<file path="src/rtl/fds_pkg.sv">
package fds_pkg;
  localparam int          DUTY_W    = 8;
  localparam logic [7:0]  DUTY_FULL = 8'd240;
  localparam logic [7:0]  RSVD_MASK = 8'h02;

  typedef struct packed {
    logic       spin_dis;
    logic [1:0] ramp;
    logic [2:0] rate;
    logic       rsvd;
    logic       filt_en;
  } fds_cfg_t;

  localparam fds_cfg_t CFG_RESET = '{spin_dis: 1'b0, ramp: 2'b00, rate: 3'b100,
                                     rsvd: 1'b0, filt_en: 1'b0};

  typedef enum logic [1:0] {DIR_HOLD, DIR_UP, DIR_DOWN} fds_dir_e;

  function automatic logic [7:0] clamp_duty(input logic [7:0] v);
    return (v > DUTY_FULL) ? DUTY_FULL : v;
  endfunction
endpackage

</file>
<file path="src/rtl/fds_cfg_reg.sv">
module fds_cfg_reg
  import fds_pkg::*;
(
  input  logic     clk,
  input  logic     rst_n,
  input  logic     we,
  input  logic [7:0] wdata,
  output fds_cfg_t cfg,
  output logic     restart
);
  fds_cfg_t cfg_q, cfg_d;

  always_comb begin
    cfg_d = cfg_q;
    if (we) cfg_d = fds_cfg_t'(wdata & ~RSVD_MASK);
  end

  always_ff @(posedge clk or negedge rst_n) begin
    if (!rst_n) cfg_q <= CFG_RESET;
    else        cfg_q <= cfg_d;
  end

  assign cfg     = cfg_q;
  assign restart = we;
endmodule

</file>
<file path="src/rtl/fds_tick_div.sv">
module fds_tick_div #(
  parameter int PRESCALE = 6250000
) (
  input  logic       clk,
  input  logic       rst_n,
  input  logic       restart,
  input  logic [2:0] rate,
  output logic       tick
);
  localparam int SPAN_MAX = PRESCALE * 128;
  localparam int CNT_W    = $clog2(SPAN_MAX);

  logic [CNT_W-1:0] lim_tab [8];
  logic [CNT_W-1:0] cnt_q, cnt_d, lim;

  for (genvar g = 0; g < 8; g++) begin : g_lim
    assign lim_tab[g] = CNT_W'((SPAN_MAX >> g) - 1);
  end

  assign lim  = lim_tab[rate];
  assign tick = (cnt_q == lim);

  always_comb begin
    if (restart || tick) cnt_d = '0;
    else                 cnt_d = cnt_q + CNT_W'(1);
  end

  always_ff @(posedge clk or negedge rst_n) begin
    if (!rst_n) cnt_q <= '0;
    else        cnt_q <= cnt_d;
  end
endmodule

</file>
<file path="src/rtl/fds_slew.sv">
module fds_slew
  import fds_pkg::*;
#(
  parameter int SPIN_TICKS = 8
) (
  input  logic       clk,
  input  logic       rst_n,
  input  logic       filt_en,
  input  logic       spin_dis,
  input  logic [1:0] ramp,
  input  logic       tick,
  input  logic [7:0] target,
  output logic [7:0] duty_o,
  output logic       spin_o
);
  localparam int              SPIN_W    = $clog2(SPIN_TICKS + 1);
  localparam logic [SPIN_W-1:0] SPIN_LOAD = SPIN_W'(SPIN_TICKS);

  logic [7:0]        step_tab [4];
  logic [7:0]        duty_q, duty_d, tgt, step;
  logic [8:0]        up_sum;
  logic [SPIN_W-1:0] spin_q, spin_d;
  fds_dir_e          dir;

  for (genvar g = 0; g < 4; g++) begin : g_step
    assign step_tab[g] = 8'(1 << g);
  end

  assign tgt    = clamp_duty(target);
  assign step   = step_tab[ramp];
  assign up_sum = {1'b0, duty_q} + {1'b0, step};

  always_comb begin
    if (duty_q < tgt)      dir = DIR_UP;
    else if (duty_q > tgt) dir = DIR_DOWN;
    else                   dir = DIR_HOLD;
  end

  always_comb begin
    duty_d = duty_q;
    spin_d = spin_q;
    if (!filt_en) begin
      duty_d = tgt;
      spin_d = '0;
    end else if (tick) begin
      if (spin_q != '0) begin
        if (tgt == '0) begin
          spin_d = '0;
        end else if (spin_q == SPIN_W'(1)) begin
          spin_d = '0;
          duty_d = (step > tgt) ? tgt : step;
        end else begin
          spin_d = spin_q - SPIN_W'(1);
        end
      end else if ((duty_q == '0) && (tgt != '0) && !spin_dis) begin
        spin_d = SPIN_LOAD;
      end else begin
        case (dir)
          DIR_UP:   duty_d = (up_sum > {1'b0, tgt}) ? tgt : up_sum[7:0];
          DIR_DOWN: duty_d = ((duty_q - tgt) <= step) ? tgt : (duty_q - step);
          default:  duty_d = duty_q;
        endcase
      end
    end
  end

  always_ff @(posedge clk or negedge rst_n) begin
    if (!rst_n) begin
      duty_q <= '0;
      spin_q <= '0;
    end else begin
      duty_q <= duty_d;
      spin_q <= spin_d;
    end
  end

  assign spin_o = (spin_q != '0);
  assign duty_o = spin_o ? DUTY_FULL : duty_q;
endmodule

</file>
<file path="src/rtl/fan_duty_slew.sv">
module fan_duty_slew
  import fds_pkg::*;
#(
  parameter int PRESCALE   = 6250000,
  parameter int SPIN_TICKS = 8
) (
  input  logic       clk,
  input  logic       rst_n,
  input  logic       cfg_we,
  input  logic [7:0] cfg_wdata,
  output logic [7:0] cfg_rdata,
  input  logic [7:0] target_duty,
  output logic [7:0] duty,
  output logic       upd_tick
);
  logic [1:0] rst_sync_q;
  logic       rst_int_n;
  fds_cfg_t   cfg;
  logic       restart;
  logic       spin_act;

  always_ff @(posedge clk or negedge rst_n) begin
    if (!rst_n) rst_sync_q <= 2'b00;
    else        rst_sync_q <= {rst_sync_q[0], 1'b1};
  end
  assign rst_int_n = rst_sync_q[1];

  fds_cfg_reg i_cfg (
    .clk     (clk),
    .rst_n   (rst_int_n),
    .we      (cfg_we),
    .wdata   (cfg_wdata),
    .cfg     (cfg),
    .restart (restart)
  );

  fds_tick_div #(.PRESCALE(PRESCALE)) i_div (
    .clk     (clk),
    .rst_n   (rst_int_n),
    .restart (restart),
    .rate    (cfg.rate),
    .tick    (upd_tick)
  );

  fds_slew #(.SPIN_TICKS(SPIN_TICKS)) i_slew (
    .clk      (clk),
    .rst_n    (rst_int_n),
    .filt_en  (cfg.filt_en),
    .spin_dis (cfg.spin_dis),
    .ramp     (cfg.ramp),
    .tick     (upd_tick),
    .target   (target_duty),
    .duty_o   (duty),
    .spin_o   (spin_act)
  );

  assign cfg_rdata = cfg;
endmodule

</file>
<file path="config.mk">
export PLATFORM = sky130hd
export DESIGN_NAME = fan_duty_slew
export DESIGN_NICKNAME = d
export VERILOG_FILES = /design/src/rtl/fds_pkg.sv /design/src/rtl/fds_cfg_reg.sv /design/src/rtl/fds_tick_div.sv /design/src/rtl/fds_slew.sv /design/src/rtl/fan_duty_slew.sv
export SDC_FILE = /design/constraint.sdc
export NUM_CORES = 1
export LEC_CHECK = 0
export CORE_UTILIZATION = 60
export CTS_CLUSTER_DIAMETER = 150
export CTS_CLUSTER_SIZE = 8
export DETAILED_ROUTE_END_ITERATION = 10
export GPL_TIMING_DRIVEN = 0
export PLACE_DENSITY = 0.88
export SLEW_MARGIN = 15
export SYNTH_ARGS = -nofsm -noshare
export SYNTH_HDL_FRONTEND = slang
export SYNTH_SLANG_ARGS = --single-unit
export TNS_END_PERCENT = 30
</file>
<file path="constraint.sdc">
create_clock -name clk -period 3.2 [get_ports clk]
set_input_delay 0.8 -clock clk [delete_from_list [all_inputs] [get_ports clk]]
set_output_delay 0.8 -clock clk [all_outputs]
set_load 0.01 [all_outputs]
</file>
==> metrics.txt, run 1 <==
max cap viols=0; global routing's busiest layer=met2; Die Ht=91.4 µm; fin crit period=slightly below 4000 ps; CTS tree=done; pin count of the biggest net entering global routing=34; final setup fails=9; # rows=32; Total GRT Usage=37.3%; hold buffers post-CTS=0; CTS Buf Count=5; Top FF cell, synth=dfrtp_1; port bufs=33; initial antenna violation count=0; clock sink total=51; core region area=between 7000 and 8000 µm²; part of the cycle the worst path needs=123%; final worst slack=-737 ps; Worst setup EP type=flip-flop; crit-path cells=buf_12, nor2_4, ha_4, fa_2, nand2b_1, a21oi_2, nor2_2, nor2_1, xor2_1, ha_1, a21o_1, a221oi_4, o2bb2ai_4, o211a_1, buf_6, buf_4, nor2_4, a221o_1, a22oi_1; top cells by area, synth=dfrtp_1 26%, ha_1 9.1%, nor2_1 5.6%, xnor2_1 4.9%, nand2_1 3.6%; Syn Inst Count=586; sw frac=47.8%; Critical-path top delay cell=dfrtp_2; # IOs=36; # DRC=0; FF-to-FF End=i_slew.duty_q[1]; vias in the first global route=4,812; Worst EP required=around 3500 ps; starting density of the core=between 60 and 70%; Avg WL per Cell=21.6 µm; WL final=about 17 mm; Crit path largest cell delay=470 ps; total congestion overflow=0; routability cong.=1.03; Yosys top cell by area=dfrtp_1; maximum clock frequency=approximately 250 MHz; clk root buf=clkbuf_8; Internal=2350 µW; First DRT Iteration DRCs=between 600 and 700; Die W=a little over 90 µm; total number of vias=5,307; violated checks=setup timing; Hold Vio Cnt, Final=0; NetSw=2150 µW; met1 Use GR=50.4%; RSZ-0062 raised after global routing=true; Synth top area share=26.1%; met2 Usage GRT=57.7%; cell mode on critical path=nor2_4; first-pass GRT wire length=between 20 and 25 mm; critical path class=reg2reg; worst path arrival time=4180 ps; power density over cell area=719 nW/µm²; n_diodes=0; clk_skew=around 13 ps; Vias per Instance=between 6 and 7; setup_tns=-5460 ps; top post-synthesis cells by count=71 x nor2_1, 50 x dfrtp_1, 46 x nand2_1; Leak=0.00257 µW; # H-tree levels=2; Syn Std Cell Area=4790 µm²; final core utilization=80.9%; crit path launch type=flip-flop; DIE AREA=8350 µm²; Crit path max-delay family=compound AO/OA/AOI/OAI gates; drt pass-1 iters=9; Antenna Violating Nets Remaining=0; average cell area after synthesis=8.18 µm²; status=finished with violations; M3 GR Usage=7.62%; Post-Syn Nets=643; Syn-to-layout area delta=30.4%; Max transition margin=46.6%; clock slew seen by the registers of the worst setup and hold paths=110 ps; Max Buffers Root-to-Sink=2; post-synthesis cell type count=79; final net count=approximately 730; Reg power frac=19.4%; Yosys reg bits=51; peak supply drop=0.707 mV; dpl hpwl=10.3 mm; sequential fraction of the synthesis area=26.6%; WP buf/inv=3; cell with the most instances after synthesis=nor2_1; Skew-Pair Late Insertion Delay=about 320 ps; Post-synth EDFFs=0; Synthesis Warnings=0; Slew Viols, Final=0; worst hold-check path type=reg2async; share of cells above drive strength 1=roughly 23%; asr flop ratio synth=100%; combinational share of power=71.5%; R2R depth=19; worst slew pin tran=roughly 800 ps; worst reg-to-reg setup slack=-740 ps; CP max FO=8; Clock Power Share=9.2%; Reg2Reg Launch Point=i_cfg.cfg[6]
-- final cells by class --
cell class / instances / area [µm²]
clock inverter: 3 / 28.8
timing repair buffer: 80 / 783
clock buffer: 5 / 68.8
buffer: 28 / 190
multi-input combinational: 475 / 3660
fill: 452 / 1470
tap: 102 / 128
inverter: 31 / 116
sequential: 51 / 1280
-- metrics by stage --
step                      hold WS, ps  instances  instance area [µm²]  setup WS [ps]  power [µW]
final                             197        775                 6250           -737        4490
after global placement            335        721                 5320          -1350        2910
after global routing              236        775                 6250           -848        4650
after floorplan                   331        586                 4860           -408        2390
after CTS                         214        756                 5870           -488        3890
after detailed placement          204        722                 5340          -1450        2990
-- metal layers --
layer  share of wire (%)  wire (µm)
met3                  12       2000
met4                 5.6        932
met1                  39       6480
met2                  44       7300
met5                   0          0
-- logic make-up (layout without fill, tap and decap cells) --
| logic type | after synthesis | after routing | synth area share, % |
|---|---|---|---|
| simple gates | 245 | 246 | 26.4 |
| compound gates | 141 | 141 | 21.5 |
| buf+inv | 61 | 147 | 5.90 |
| flops | 51 | 51 | 26.6 |
| xor+xnor | 41 | 41 | 7.49 |
| fa+ha+maj | 38 | 38 | 10.4 |
| mux | 7 | 7 | 1.57 |
| other cells | 2 | 2 | 0.157 |
-- power groups by stage --
stage / Clock (µW) / Sequential (µW) / Combinational (µW)
floorplan: 0 / 813 / 1570
global placement: 0 / 853 / 2060
detailed placement: 0 / 847 / 2140
CTS: 406 / 850 / 2630
global route: 431 / 872 / 3350
finish: 412 / 870 / 3210
-- timing repair --
| action | CTS | global route |
|---|---|---|
| gates cloned | 1 | 1 |
| setup endpoints to repair | 17 | 36 |
| setup buffers | 26 | 19 |
| gates resized for setup | 69 | 50 |
| pin swaps | 31 | 34 |
-- how the worst max path moves through the flow --
stage | start | to | slack, ps | cells past startpoint
6_report | i_cfg.cfg[6] | i_slew.duty_q[1] | -740 | 19
5_1_grt | i_cfg.cfg[6] | i_slew.duty_q[5] | -850 | 18
2_1_floorplan | target_duty[4] | i_slew.duty_q[1] | -410 | 15
4_1_cts | i_cfg.cfg[6] | i_slew.duty_q[5] | -490 | 18
3_5_place_dp | target_duty[4] | i_slew.duty_q[2] | -1450 | 16
3_3_place_gp | target_duty[5] | i_slew.duty_q[1] | -1350 | 16
-- state kept, by name, indices dropped and copies added, names as in the netlist --
name	cells
i_div.cnt_q	30
i_slew.duty_q	8
i_cfg.cfg	7
i_slew.spin_q	4
rst_sync_q	2
-- cells in the final DEF, fill, tap and decap left out, types with 8 or more instances in the layout --
| master | count |
|---|---|
| buf_4 | 44 |
| nand2b_1 | 13 |
| ha_1 | 24 |
| nor2_1 | 66 |
| clkdlybuf4s50_1 | 25 |
| and3_1 | 12 |
| nand3_1 | 19 |
| xor2_1 | 14 |
| xnor2_1 | 24 |
| nand2_1 | 42 |
| inv_1 | 30 |
| nor2b_1 | 8 |
| a21oi_1 | 24 |
| nand4_1 | 8 |
| clkbuf_1 | 12 |
| nor3_1 | 12 |
| o21ai_0 | 17 |
| dfrtp_1 | 47 |
(Power assumes the default switching activity.)
==> inputs of run 2 (changes only) <==
--- a/config.mk
+++ b/config.mk
@@ -5,12 +5,13 @@
 export SDC_FILE = /design/constraint.sdc
 export NUM_CORES = 1
 export LEC_CHECK = 0
-export CORE_UTILIZATION = 60
+export CORE_UTILIZATION = 57
 export CTS_CLUSTER_DIAMETER = 150
 export CTS_CLUSTER_SIZE = 8
 export DETAILED_ROUTE_END_ITERATION = 10
 export GPL_TIMING_DRIVEN = 0
-export PLACE_DENSITY = 0.88
+export PLACE_DENSITY = 0.85
+export SETUP_SLACK_MARGIN = 0.02
 export SLEW_MARGIN = 15
 export SYNTH_ARGS = -nofsm -noshare
 export SYNTH_HDL_FRONTEND = slang
==> run 2 against run 1 <==
Effect of this change: the flow still finishes with violations (setup timing); via count is 3.3% lower; sequential cell count unchanged; routed wire length fell by 1.6%; count of clock-buffer cells in the layout unchanged; critical path depth down 1; first-iteration DRC count down 38%; die area up 5.2%; clock power increased by 2%; largest cell class unchanged.
==> metrics.txt, run 2 (synthesis results as in run 1) <==
Reg2Reg Launch Point=i_cfg.cfg[6]; # IOs=36 (unchanged); total power=4260 µW (-5.2%); worst path arrival time=4080 ps (-100 ps); CTS Buf Count=5 (unchanged); Worst EP required=3410 ps (-40 ps); status=finished with violations; Critical-path top delay cell=dfrtp_2; final worst slack=-661 ps (+75.9 ps); commonest non-fill, non-tap cell in the layout=nor2_1; part of the cycle the worst path needs=121% (-2.4 points); CP Launch Point=i_cfg.cfg[6]; WP buf/inv=2 (-1); # rows=33 (+3.1%); worst hold-check path type=reg2async; Hold Vio Cnt, Final=0 (unchanged); WL final=16.5 mm (-1.6%); Die Ht=93.7 µm (+2.5%); final net count=716 (-1.8%); CP max FO=5 (-3); Skew-Pair Late Insertion Delay=320 ps (about the same); R2R depth=18 (-1); maximum clock frequency=259 MHz (+2.0%); vias in the first global route=4,748 (-1.3%); Crit path largest cell delay=430 ps (-40 ps); Max Buffers Root-to-Sink=2 (unchanged); worst slew pin tran=816 ps (+20.1 ps); total number of vias=5,130 (-3.3%); Leak=0.00249 µW (-3.0%); n_diodes=0 (unchanged); crit path to=i_slew.duty_q[5]; peak supply drop=0.586 mV (-17%); starting density of the core=58.6% (-3.4 points); First DRT Iteration DRCs=433 (-38%); Fin Hold WS=270 ps (+73.0 ps); clk_skew=26.2 ps (+13.2 ps); most frequent cells in the layout=66 x nor2_1, 46 x dfrtp_1, 42 x nand2_1; DIE AREA=8780 µm² (+5.2%); fin crit period=3860 ps (-75.9 ps); Worst setup EP type=flip-flop; FF-to-FF End=i_slew.duty_q[5]; Slew Viols, Final=0 (unchanged); final setup fails=9 (unchanged); dpl hpwl=11.3 mm (+9.6%); first-pass GRT wire length=24.7 mm (+1.0%); initial antenna violation count=0 (unchanged); port bufs=33 (unchanged); worst reg-to-reg setup slack=-660 ps (+80 ps); crit-path cells=buf_6, nor2_4, ha_4, fa_2, nand2b_1, a21oi_1, nor2_2, nor2_4, xor2_2, ha_1, a21o_1, a221oi_4, o2bb2ai_4, o211a_1, buf_6, a22oi_2, a222oi_1, o211ai_2; crit path launch type=flip-flop; critical path class=reg2reg; max cap viols=0 (unchanged); max reg flops=30 (unchanged); # DRC=0 (unchanged); Total GRT Usage=37.2% (-0.041 points); # H-tree levels=2 (unchanged); clock slew seen by the registers of the worst setup and hold paths=120 ps (about the same); clock sink total=51 (unchanged); total congestion overflow=0 (unchanged); Die W=93.7 µm (+2.5%); Largest Register=i_div.cnt_q; core region area=8180 µm² (+5.8%); violated checks=setup timing; Vias per Instance=6.71 (-2.1%); power density over cell area=706 nW/µm² (-1.7%); drt pass-1 iters=5 (-4); routability cong.=0.974 (-5.5%); share of cells above drive strength 1=20.6% (-2.6 points); CTS tree=done; Max transition margin=45.2% (-1.3 points); Avg WL per Cell=21.5 µm (-0.27%); Syn-to-layout area delta=25.8%; Crit path max-delay family=compound AO/OA/AOI/OAI gates; RSZ-0062 raised after global routing=true; clk root buf=clkbuf_8; Crit path depth=18 (-1); Antenna Violating Nets Remaining=0 (unchanged); pin count of the biggest net entering global routing=26 (-24%)
==> run 2: repair_timing <==
item / in CTS / in global routing
pin swaps: 25 / 12
endpoints found under the setup margin: 17 / 11
resized for setup: 78 / 26
cloned: 0 / 1
hold buffers: 0 / 0
hold endpoints to repair: 0 / 0
buffers inserted: 25 / 8
==> run 2: how the worst min path moves through the flow <==
stage                 endpoint           from  slack (ps)  cells past startpoint
2_1_floorplan    rst_sync_q[1]  rst_sync_q[0]         330                      0
3_3_place_gp     rst_sync_q[1]  rst_sync_q[0]         340                      0
3_5_place_dp    i_div.cnt_q[0]  rst_sync_q[1]         290                      0
4_1_cts        i_div.cnt_q[21]  rst_sync_q[1]         300                      0
5_1_grt        i_div.cnt_q[25]  rst_sync_q[1]         330                      0
6_report        i_div.cnt_q[2]  rst_sync_q[1]         270                      0
==> run 2: power breakdown <==
part | internal (µW) | switching, µW
combinational | 1370 | 1590
sequential | 715 | 159
clock | 162 | 261
total | 2250 | 2010
==> run 2: through the flow <==
step / setup WS [ps] / area [µm²] / TNS [ps] / instances / utilization [%]
3_5_place_dp: -1630 / 5340 / -12440 / 725 / 65.3
2_1_floorplan: -408 / 4860 / -2670 / 586 / -
6_report: -661 / 6030 / -4330 / 765 / 73.8
3_3_place_gp: -1510 / 5320 / -11300 / 724 / 65.1
4_1_cts: -491 / 5830 / -3660 / 756 / 71.4
5_1_grt: -740 / 6030 / -5250 / 765 / 73.8
==> run 2: layout make-up <==
| type | instances | area [µm²] |
|---|---|---|
| plain buffers | 28 | 178 |
| clock buffers | 5 | 68.8 |
| clock inverters | 3 | 27.5 |
| fillers | 611 | 2140 |
| inverters | 31 | 116 |
| multi-input cells | 474 | 3580 |
| flip-flops and latches | 51 | 1280 |
| well taps | 105 | 131 |
| repair buffers | 68 | 647 |
==> run 2: routing by layer <==
metal  vias up  global-route usage, %  routed length [µm]
met1      2495                   53.7                6920
li1       2269                      -                   -
met2       308                   55.8                7340
met5         -                      0                   0
met4         0                   14.2                 528
met3        58                   5.66                1660
